[src/rtl/wdt_pkg.sv]
package wdt_pkg;

    typedef enum logic [1:0] {
        ST_IDLE     = 2'd0,
        ST_ARMED    = 2'd1,
        ST_BITE_RST = 2'd2,
        ST_BITE_IRQ = 2'd3
    } wdt_state_e;

endpackage

[src/rtl/wdt_period_decode.sv]
module wdt_period_decode #(
    parameter int MULT_W = 5,
    parameter int RES_W  = 2,
    parameter int CNT_W  = MULT_W + 2 * ((1 << RES_W) - 1)
) (
    input  logic [MULT_W-1:0] mult_i,
    input  logic [RES_W-1:0]  res_i,
    output logic [CNT_W-1:0]  period_o,
    output logic              period_nz_o
);
    localparam int NUM_RES = 1 << RES_W;

    logic [CNT_W-1:0] cand [NUM_RES];

    // One scaled copy of the multiplier per resolution step (x4 each).
    for (genvar r = 0; r < NUM_RES; r++) begin : g_scale
        assign cand[r] = CNT_W'(mult_i) << (2 * r);
    end

    assign period_o    = cand[res_i];
    assign period_nz_o = |mult_i;

endmodule

[src/rtl/wdt_down_counter.sv]
module wdt_down_counter #(
    parameter int CNT_W = 11
) (
    input  logic             clk,
    input  logic             rst_n,
    input  logic             load_i,
    input  logic [CNT_W-1:0] load_val_i,
    input  logic             dec_i,
    output logic [CNT_W-1:0] cnt_o,
    output logic             last_o
);
    logic [CNT_W-1:0] cnt_q;

    always_ff @(posedge clk) begin
        if (!rst_n) begin
            cnt_q <= '0;
        end else if (load_i) begin
            cnt_q <= load_val_i;
        end else if (dec_i) begin
            cnt_q <= cnt_q - 1'b1;
        end
    end

    assign cnt_o  = cnt_q;
    assign last_o = (cnt_q == CNT_W'(1));

    // each accepted tick moves the count by exactly one
    a_r1_tick_step: assert property (@(posedge clk) disable iff (!rst_n)
        (dec_i && !load_i) |=> (cnt_q == $past(cnt_q) - 1'b1));

    // a restart starts from the full decoded period
    a_r1_load_period: assert property (@(posedge clk) disable iff (!rst_n)
        load_i |=> (cnt_q == $past(load_val_i)));

    // no tick is ever accepted at a zero count
    a_r1_no_wrap: assert property (@(posedge clk) disable iff (!rst_n)
        (dec_i && !load_i) |-> (cnt_q != '0));

endmodule

[src/rtl/wdt_ctrl_fsm.sv]
module wdt_ctrl_fsm
    import wdt_pkg::*;
(
    input  logic       clk,
    input  logic       rst_n,
    input  logic       restart_i,
    input  logic       period_nz_i,
    input  logic       tick_i,
    input  logic       last_i,
    input  logic       steer_rst_i,
    output wdt_state_e state_o,
    output logic       expire_o,
    output logic       dec_o,
    output logic       rst_req_o,
    output logic       irq_o,
    output logic       century_clr_o
);
    wdt_state_e state_q;
    wdt_state_e state_d;

    // State register.
    always_ff @(posedge clk) begin
        if (!rst_n) begin
            state_q <= ST_IDLE;
        end else begin
            state_q <= state_d;
        end
    end

    // Transitions; a restart overrides every state.
    always_comb begin
        state_d  = state_q;
        expire_o = 1'b0;
        if (restart_i) begin
            state_d = period_nz_i ? ST_ARMED : ST_IDLE;
        end else begin
            unique case (state_q)
                ST_IDLE: state_d = ST_IDLE;
                ST_ARMED: begin
                    if (tick_i && last_i) begin
                        expire_o = 1'b1;
                        state_d  = steer_rst_i ? ST_BITE_RST : ST_BITE_IRQ;
                    end
                end
                ST_BITE_RST: state_d = ST_IDLE;
                ST_BITE_IRQ: state_d = ST_IDLE;
                default:     state_d = ST_IDLE;
            endcase
        end
    end

    // Outputs decoded from the current state.
    always_comb begin
        rst_req_o     = 1'b0;
        irq_o         = 1'b0;
        century_clr_o = 1'b0;
        unique case (state_q)
            ST_IDLE:  ;
            ST_ARMED: ;
            ST_BITE_RST: begin
                rst_req_o     = 1'b1;
                century_clr_o = 1'b1;
            end
            ST_BITE_IRQ: irq_o = 1'b1;
            default: ;
        endcase
    end

    assign dec_o   = tick_i && (state_q == ST_ARMED) && !restart_i;
    assign state_o = state_q;

    // the two actions are exclusive
    a_r9_exclusive: assert property (@(posedge clk) disable iff (!rst_n)
        !(rst_req_o && irq_o));

    // the reset request lasts one cycle
    a_r9_rst_single: assert property (@(posedge clk) disable iff (!rst_n)
        rst_req_o |=> !rst_req_o);

    // the interrupt lasts one cycle
    a_r9_irq_single: assert property (@(posedge clk) disable iff (!rst_n)
        irq_o |=> !irq_o);

    // after an interrupt bite the timer goes idle unless restarted
    a_r7_idle_after_irq: assert property (@(posedge clk) disable iff (!rst_n)
        (irq_o && !restart_i) |=> (state_q == ST_IDLE));

endmodule

[src/rtl/steered_watchdog.sv]
module steered_watchdog
    import wdt_pkg::*;
#(
    parameter int MULT_W = 5,
    parameter int RES_W  = 2
) (
    input  logic       clk,
    input  logic       rst_n,
    input  logic       tick_i,
    input  logic       wr_en_i,
    input  logic [7:0] wr_data_i,
    input  logic       rd_en_i,
    output logic [7:0] cfg_o,
    output logic [7:0] flags_o,
    output logic       rst_req_o,
    output logic       irq_o,
    output logic       century_clr_o
);
    localparam int REG_W   = MULT_W + RES_W + 1;
    localparam int CNT_W   = MULT_W + 2 * ((1 << RES_W) - 1);
    localparam int STEER_B = REG_W - 1;

    logic [REG_W-1:0] cfg_q;
    logic             flag_q;
    logic [REG_W-1:0] cfg_src;
    logic             restart;
    logic [CNT_W-1:0] period;
    logic             period_nz;
    logic [CNT_W-1:0] cnt;
    logic             last;
    logic             dec;
    logic             expire;
    wdt_state_e       state;

    // A write takes the new byte; a read re-uses the stored one.
    assign restart = wr_en_i || rd_en_i;
    assign cfg_src = wr_en_i ? wr_data_i[REG_W-1:0] : cfg_q;

    wdt_period_decode #(
        .MULT_W (MULT_W),
        .RES_W  (RES_W),
        .CNT_W  (CNT_W)
    ) u_decode (
        .mult_i      (cfg_src[REG_W-2:RES_W]),
        .res_i       (cfg_src[RES_W-1:0]),
        .period_o    (period),
        .period_nz_o (period_nz)
    );

    wdt_down_counter #(
        .CNT_W (CNT_W)
    ) u_count (
        .clk        (clk),
        .rst_n      (rst_n),
        .load_i     (restart),
        .load_val_i (period),
        .dec_i      (dec),
        .cnt_o      (cnt),
        .last_o     (last)
    );

    wdt_ctrl_fsm u_fsm (
        .clk           (clk),
        .rst_n         (rst_n),
        .restart_i     (restart),
        .period_nz_i   (period_nz),
        .tick_i        (tick_i),
        .last_i        (last),
        .steer_rst_i   (cfg_q[STEER_B]),
        .state_o       (state),
        .expire_o      (expire),
        .dec_o         (dec),
        .rst_req_o     (rst_req_o),
        .irq_o         (irq_o),
        .century_clr_o (century_clr_o)
    );

    // Configuration register: bus writes, self-clear on a reset-mode bite.
    always_ff @(posedge clk) begin
        if (!rst_n) begin
            cfg_q <= '0;
        end else if (wr_en_i) begin
            cfg_q <= wr_data_i[REG_W-1:0];
        end else if (expire && cfg_q[STEER_B]) begin
            cfg_q <= '0;
        end
    end

    // Sticky expiry flag; only a restart clears it.
    always_ff @(posedge clk) begin
        if (!rst_n) begin
            flag_q <= 1'b0;
        end else if (restart) begin
            flag_q <= 1'b0;
        end else if (expire) begin
            flag_q <= 1'b1;
        end
    end

    assign cfg_o   = 8'(cfg_q);
    assign flags_o = {flag_q, 7'b0};

    // every bite pulse is accompanied by the flag
    a_r5_flag_on_bite: assert property (@(posedge clk) disable iff (!rst_n)
        (rst_req_o || irq_o) |-> flag_q);

    // a reset-mode bite leaves the configuration at zero
    a_r6_cfg_cleared: assert property (@(posedge clk) disable iff (!rst_n)
        rst_req_o |-> (cfg_q == '0));

    // a write always clears the flag
    a_r3_wr_clears_flag: assert property (@(posedge clk) disable iff (!rst_n)
        wr_en_i |=> !flag_q);

    // a zero multiplier never arms the timer
    a_r2_zero_idle: assert property (@(posedge clk) disable iff (!rst_n)
        (wr_en_i && (wr_data_i[REG_W-2:RES_W] == '0)) |=> (state != ST_ARMED));

    // armed state never holds a zero count
    a_r2_armed_nonzero: assert property (@(posedge clk) disable iff (!rst_n)
        (state == ST_ARMED) |-> (cnt != '0));

endmodule

[config.mk]
export PLATFORM = sky130hd
export DESIGN_NAME = steered_watchdog
export DESIGN_NICKNAME = d
export VERILOG_FILES = /design/src/rtl/wdt_pkg.sv /design/src/rtl/wdt_period_decode.sv /design/src/rtl/wdt_down_counter.sv /design/src/rtl/wdt_ctrl_fsm.sv /design/src/rtl/steered_watchdog.sv
export SDC_FILE = /design/constraint.sdc
export NUM_CORES = 1
export LEC_CHECK = 0
export ABC_AREA = 1
export CAP_MARGIN = 10
export CORE_MARGIN = 2
export CORE_UTILIZATION = 50
export DETAILED_ROUTE_END_ITERATION = 8
export GPL_ROUTABILITY_DRIVEN = 0
export PLACE_DENSITY = 0.83
export SETUP_SLACK_MARGIN = 0.02
export SYNTH_ARGS = -nofsm -noshare
export SYNTH_HDL_FRONTEND = slang
export SYNTH_SLANG_ARGS = --single-unit
export TNS_END_PERCENT = 100
[constraint.sdc]
create_clock -name clk -period 1.62 [get_ports clk]
set_input_delay 0.324 -clock clk [delete_from_list [all_inputs] [get_ports clk]]
set_output_delay 0.324 -clock clk [all_outputs]
set_load 0.1 [all_outputs]
==> results.txt, run 1 <==
Top-Level Pins - 32
Max Root-Sink Buffers - 2
first-pass GRT wire length - 6.07 mm
# Post-CTS Setup Buffers - 0
minimum clock period - 1.51 ns
chip height - 58.5 microns
post-synth top area share - 29.6%
multiplexer share of the synthesized area - 0%
largest net degree at the start of global routing - 12
hold crit path type - reg -> reg
max-cap violations - 0
Req. time, crit path - 1.86 ns
Synth Area in Simple Gates - 41.2%
Total Wirelength - 3.56 mm
final net count - 314
area delta synth->final - 34.5%
vias in the first global route - 1,443
count leader, synth - nand2_1
Worst Setup Slack, final - 0.106 ns
EDFF count, synth - 0
status - finished clean
Syn Area/Cell - 5.76 sq um
Clock Latency Late Sink - 0.33 ns
Clock Skews - 0.0133 ns
Hold Vio Cnt, Final - 0
WHS Path Cells - 2
Post-Synth XOR/XNOR Area - 0.589%
drt via density - 4.95
Internal - 876 uW
largest family of logic cells by synthesized area - simple AND/OR/NAND/NOR gates
synthesized-area fraction occupied by adder cells - 1.68%
Switch Pwr - 606 uW
pre-CTS setup slack - -0.193 ns
VDD IR max - 781 uV
proportion of power drawn by combinational gates - 40.3%
met3 wire len - 204 microns
DRC - 0
CP Depth - 8
H-tree levels - 1
CP Launch Type - input pin
DP HPWL - 2.90 mm
Setup crit end kind - flip-flop
Yosys reg bits - 22
Critical Setup Path Class - in -> reg
Pins Over Slew Limit - 0
post-route cell area - 0.00200 sq mm
Rows - 19
TritonRoute pass-1 iters - 4
Reg2Reg Depth - 6
CP bufs+invs - 4
Compound-Gate Fraction of Synth Area - 9.09%
post-synthesis sequential area ratio - 29.6%
CTS tree - built
gr usage total - 23.1%
Distinct cells, synth - 19
Core ar. - 0.00278 sq mm
RSZ-0062 raised after global routing - no
die width - 58.5 microns
clk slew on worst S/H paths - 0.13 ns
share of cells above drive strength 1 - 15.2%
Clk Tree Root Cell - clkbuf_4
DR WL/cell - 10.9 microns
leading area contributor after synthesis - dfxtp_1
Highest Signal Layer - met4
most frequent cells after synthesis - nand2_1 (64), nor2_1 (46), inv_1 (42)
Mapped Cells - 258
fin cells - 328
Worst Min Path Start - flag_q
Post-DRT Antenna Nets - 0
Sequential Power Share - 42.1%
ant diodes - 0
grt total ovfl - 0
Max Clock Freq - 660 MHz
total number of vias - 1,625
Worst Hold End - flag_q
Crit Path Max Fanout - 10
CP cell instances - clkdlybuf4s50_1 -> nor2_1 -> nand2_1 -> buf_4 -> o21ai_0 -> inv_1 -> nand2_1 -> inv_1
footprint of the multi-input gates - 815 sq um
DRT met1 WL - 1.64 mm
DR iter-0 viols - 68
Net Sw Frac - 40.9%
Leak - 1.07 nW
Critical-path top delay cell - clkdlybuf4s50_1
initial antenna violation count - 0
Post-Place Cell Area - 0.00198 sq mm
Fin Hold WS - 0.533 ns
yosys warns - 0
Worst R2R End - cfg_o[4]
# setup viols final - 0
routed wl met2 - 1.69 mm
FF-to-FF Start - u_count.cnt_o[6]
Reg area - 444 sq um
Critical Path AT - 1.76 ns
Area contributors post-synth - dfxtp_1 (30%), nand2_1 (16%), nor2_1 (12%)
hold_buf cts - 0
Cell Area, Synth - 0.00149 sq mm
PD cells - 741 mW/mm^2
Most used DFF post-synth - dfxtp_1
CP peak stage delay - 0.49 ns
CTS resizes - 0
CTS Buf Count - 3
R2R Setup Slk - 0.17 ns
IO Port Bufs - 24
initial core utilization - 53.4%
fill count - 225
Sink Count - 22
dpl cells - 325
Die Area - 0.00343 sq mm
critical path's top delay family - buffers and inverters
Async S/R FF share, synth - 0%
ratio of final minimum period to clock period - 93.5%
Clock Power Share - 17.7%
[power by group through the flow]
stage / sequential (mW) / combinational (mW) / clock [mW]
floorplan: 0.689 / 0.364 / 0
global placement: 0.635 / 0.584 / 0
detailed placement: 0.635 / 0.594 / 0
CTS: 0.623 / 0.596 / 0.273
global route: 0.629 / 0.660 / 0.294
finish: 0.623 / 0.597 / 0.262
[metrics by stage]
step	util (%)	total power [mW]	setup TNS, ns
global route	71.9	1.58	0
detailed placement	71.1	1.23	-2.50
floorplan	-	1.05	0
CTS	71.9	1.49	0
finish	71.9	1.48	0
global placement	71.1	1.22	-1.83
[cell type report]
class / instances / area share [%]
clock buffer: 3 / 1.13
multi-input combinational: 184 / 40.7
inverter: 43 / 8.07
tap: 31 / 1.94
sequential: 22 / 22.2
timing repair buffer: 45 / 25.9
[state kept, by name, summed over array words and instances (netlist names)]
register       flops
cfg_o              8
flag_q             1
u_count.cnt_o     11
u_fsm.state_o      2
[layer usage]
metal / vias to the layer above / track usage (%)
li1: 862 / -
met1: 714 / 30.0
met2: 44 / 38.4
met3: 5 / 5.27
met4: 0 / 5.98
met5: - / 0
[how the worst max path moves through the flow]
stage                          start               end  slack [ns]
floorplan           u_fsm.state_o[1]         rst_req_o        0.02
global placement             wr_en_i  u_count.cnt_o[8]       -0.14
detailed placement           wr_en_i  u_count.cnt_o[5]       -0.19
CTS                 u_fsm.state_o[1]         rst_req_o        0.15
global route                 wr_en_i  u_count.cnt_o[6]        0.05
finish                       wr_en_i  u_count.cnt_o[5]        0.11
[placed cells by master, fill, tap and decap left out]
master,synthesis,final
nand3_1,31,31
buf_12,0,12
inv_2,1,1
dfxtp_2,0,3
clkbuf_4,0,3
conb_1,1,7
nand2_2,2,2
nor2_4,0,1
o21ai_0,18,18
inv_1,42,42
nand2_1,64,64
nand4_2,1,1
dfxtp_1,22,19
xor2_1,1,1
nand4_1,2,2
ha_1,2,2
nor2_1,46,45
buf_4,11,21
nor2_2,1,1
a21oi_1,9,9
clkdlybuf4s50_1,0,12
[worst register-to-register path, delay by kind of cell (launching register included)]
| family | cells | cell delay, ns |
|---|---|---|
| buffers and inverters | 2 | 0.13 |
| and+or+nand+nor | 4 | 0.85 |
| DFF | 1 | 0.37 |
[logic make-up after synthesis]
group | after synthesis
AND/OR/NAND/NOR | 147
buffers and inverters | 58
AO/OA/AOI/OAI | 27
flip-flops | 22
adder cells (fa/ha/maj) | 2
XOR/XNOR | 1
other | 1
Note: power is estimated with default switching activity, not from simulation.
==> inputs of run 2 (changes only) <==
==> constraint.sdc (replaced) <==
create_clock -name clk -period 1.62 [get_ports clk]
set_input_delay 0.243 -clock clk [delete_from_list [all_inputs] [get_ports clk]]
set_output_delay 0.243 -clock clk [all_outputs]
set_load 0.1 [all_outputs]
==> run 2 against run 1 <==
Against the previous run:
- flip-flop and latch count did not move
- first-iteration DRC count rose by 46%
- sequential power barely moved
- via count rose by 0.18%
- die area did not move
- clock skew rose by 0.0028 ns
- highest routed layer unchanged
- sequential share of layout area rose by 0.18 points
==> results.txt, run 2 (synthesized netlist as in run 1, its figures left out) <==
Pins Over Slew Limit - 0 (unchanged)
CTS tree - built
Core ar. - 0.00278 sq mm (unchanged)
Worst R2R End - cfg_o[4]
Max Clock Freq - 694 MHz (+5.1%)
# setup viols final - 0 (unchanged)
gr usage total - 23.3% (+0.22 points)
TritonRoute pass-1 iters - 4 (unchanged)
DP HPWL - 2.87 mm (-0.92%)
total number of vias - 1,628 (+0.18%)
FF-to-FF Start - u_count.cnt_o[6]
Clock Skews - 0.0161 ns (+0.00280 ns)
Post-DRT Antenna Nets - 0 (unchanged)
Critical Path AT - 1.66 ns (-0.10 ns)
Leak - 1.06 nW (-1.3%)
CP Launch Type - flip-flop
pre-CTS setup slack - -0.0967 ns (+0.0960 ns)
DR WL/cell - 11.0 microns (+1.2%)
# Post-CTS Setup Buffers - 0 (unchanged)
fill count - 239 (+6.2%)
initial core utilization - 53.4% (unchanged)
grt total ovfl - 0 (unchanged)
IO Port Bufs - 24 (unchanged)
die width - 58.5 microns (unchanged)
number of flip-flops in the largest register - 11 (unchanged)
total power - 1.53 mW (+3.5%)
RSZ-0062 raised after global routing - no
R2R Setup Slk - 0.18 ns (about the same)
Setup crit end kind - flip-flop
status - finished clean
Critical Setup Path Class - reg -> reg
Post-Place Cell Area - 0.00195 sq mm (-1.5%)
Sink Count - 22 (unchanged)
commonest cells after routing, fill and taps aside - nand2_1 (64), nor2_1 (45), inv_1 (42)
DR iter-0 viols - 99 (+46%)
ratio of final minimum period to clock period - 88.9% (-4.5 points)
minimum clock period - 1.44 ns (-0.0732 ns)
footprint of the multi-input gates - 815 sq um (unchanged)
Hold Vio Cnt, Final - 0 (unchanged)
CTS resizes - 0 (unchanged)
chip height - 58.5 microns (unchanged)
fin cells - 325 (-0.91%)
Reg area - 444 sq um (unchanged)
most common cell after layout, fill and taps aside - nand2_1
post-route cell area - 0.00198 sq mm (-0.81%)
H-tree levels - 1 (unchanged)
DRC - 0 (unchanged)
final net count - 310 (-1.3%)
crit path launch - u_count.cnt_o[6]
Worst Setup Slack, final - 0.179 ns (+0.0732 ns)
Clock Latency Late Sink - 0.32 ns (about the same)
Req. time, crit path - 1.84 ns (-0.02 ns)
dpl cells - 321 (-1.2%)
VDD IR max - 680 uV (-13%)
Rows - 19 (unchanged)
Reg2Reg Depth - 6 (unchanged)
Top-Level Pins - 32 (unchanged)
Crit Path Max Fanout - 7 (-3)
Critical Path End - cfg_o[4]
area delta synth->final - 33.4%
hold crit path type - reg -> reg
largest net degree at the start of global routing - 21 (+9)
hold_buf cts - 0 (unchanged)
Total Wirelength - 3.58 mm (+0.31%)
Die Area - 0.00343 sq mm (unchanged)
vias in the first global route - 1,418 (-1.7%)
max-cap violations - 0 (unchanged)
ant diodes - 0 (unchanged)
PD cells - 773 mW/mm^2 (+4.3%)
initial antenna violation count - 0 (unchanged)
first-pass GRT wire length - 6.18 mm (+1.9%)
CTS Buf Count - 3 (unchanged)
Max Root-Sink Buffers - 2 (unchanged)
clk slew on worst S/H paths - 0.14 ns (about the same)
Clk Tree Root Cell - clkbuf_4
share of cells above drive strength 1 - 14.3% (-0.87 points)
drt via density - 5.01 (+1.1%)
run 2: cell type report:
| cell class | count | share of cell area, % |
|---|---|---|
| clock buffers | 4 | 1.83 |
| inverters | 43 | 8.14 |
| multi-input cells | 184 | 41.1 |
| flip-flops and latches | 22 | 22.4 |
| well taps | 31 | 1.96 |
| repair buffers | 41 | 24.6 |
run 2: per-stage QoR:
stage	setup TNS [ns]	utilization (%)	hold slack, ns
5_1_grt	0	71.3	0.597
4_1_cts	0	71.3	0.566
2_1_floorplan	0	-	0.434
6_report	0	71.3	0.568
3_3_place_gp	-0.330	70.0	0.516
3_5_place_dp	-1.08	70.0	0.549
run 2: per-layer routing:
metal | share of wire (%) | vias up | track usage (%)
met5 | 0 | - | 0
met4 | 0.53 | 0 | 4.98
met2 | 48 | 59 | 38.5
li1 | - | 851 | -
met3 | 7.6 | 2 | 4.62
met1 | 44 | 716 | 31.4
run 2: worst max-delay path: stages, from the launching register on:
cell and delay [ns]:
dfxtp_1 0.37, inv_1 0.08, nand2_1 0.07, nor2_1 0.35
nand4_2 0.27, nand3_1 0.15, inv_1 0.05
run 2: worst min path at each step:
stage | from | slack [ns] | end | cells after the start
global placement | flag_q | 0.52 | flag_q | 2
finish | u_count.cnt_o[1] | 0.57 | u_count.cnt_o[1] | 2
floorplan | wr_data_i[7] | 0.43 | cfg_o[7] | 2
detailed placement | u_count.cnt_o[1] | 0.55 | u_count.cnt_o[1] | 2
CTS | u_count.cnt_o[1] | 0.57 | u_count.cnt_o[1] | 2
global route | u_count.cnt_o[1] | 0.60 | u_count.cnt_o[1] | 2
run 2: power breakdown:
group | total, mW | internal (mW) | switching [mW]
clock | 0.320 | 0.137 | 0.182
sequential | 0.624 | 0.580 | 0.0443
combinational | 0.590 | 0.202 | 0.388
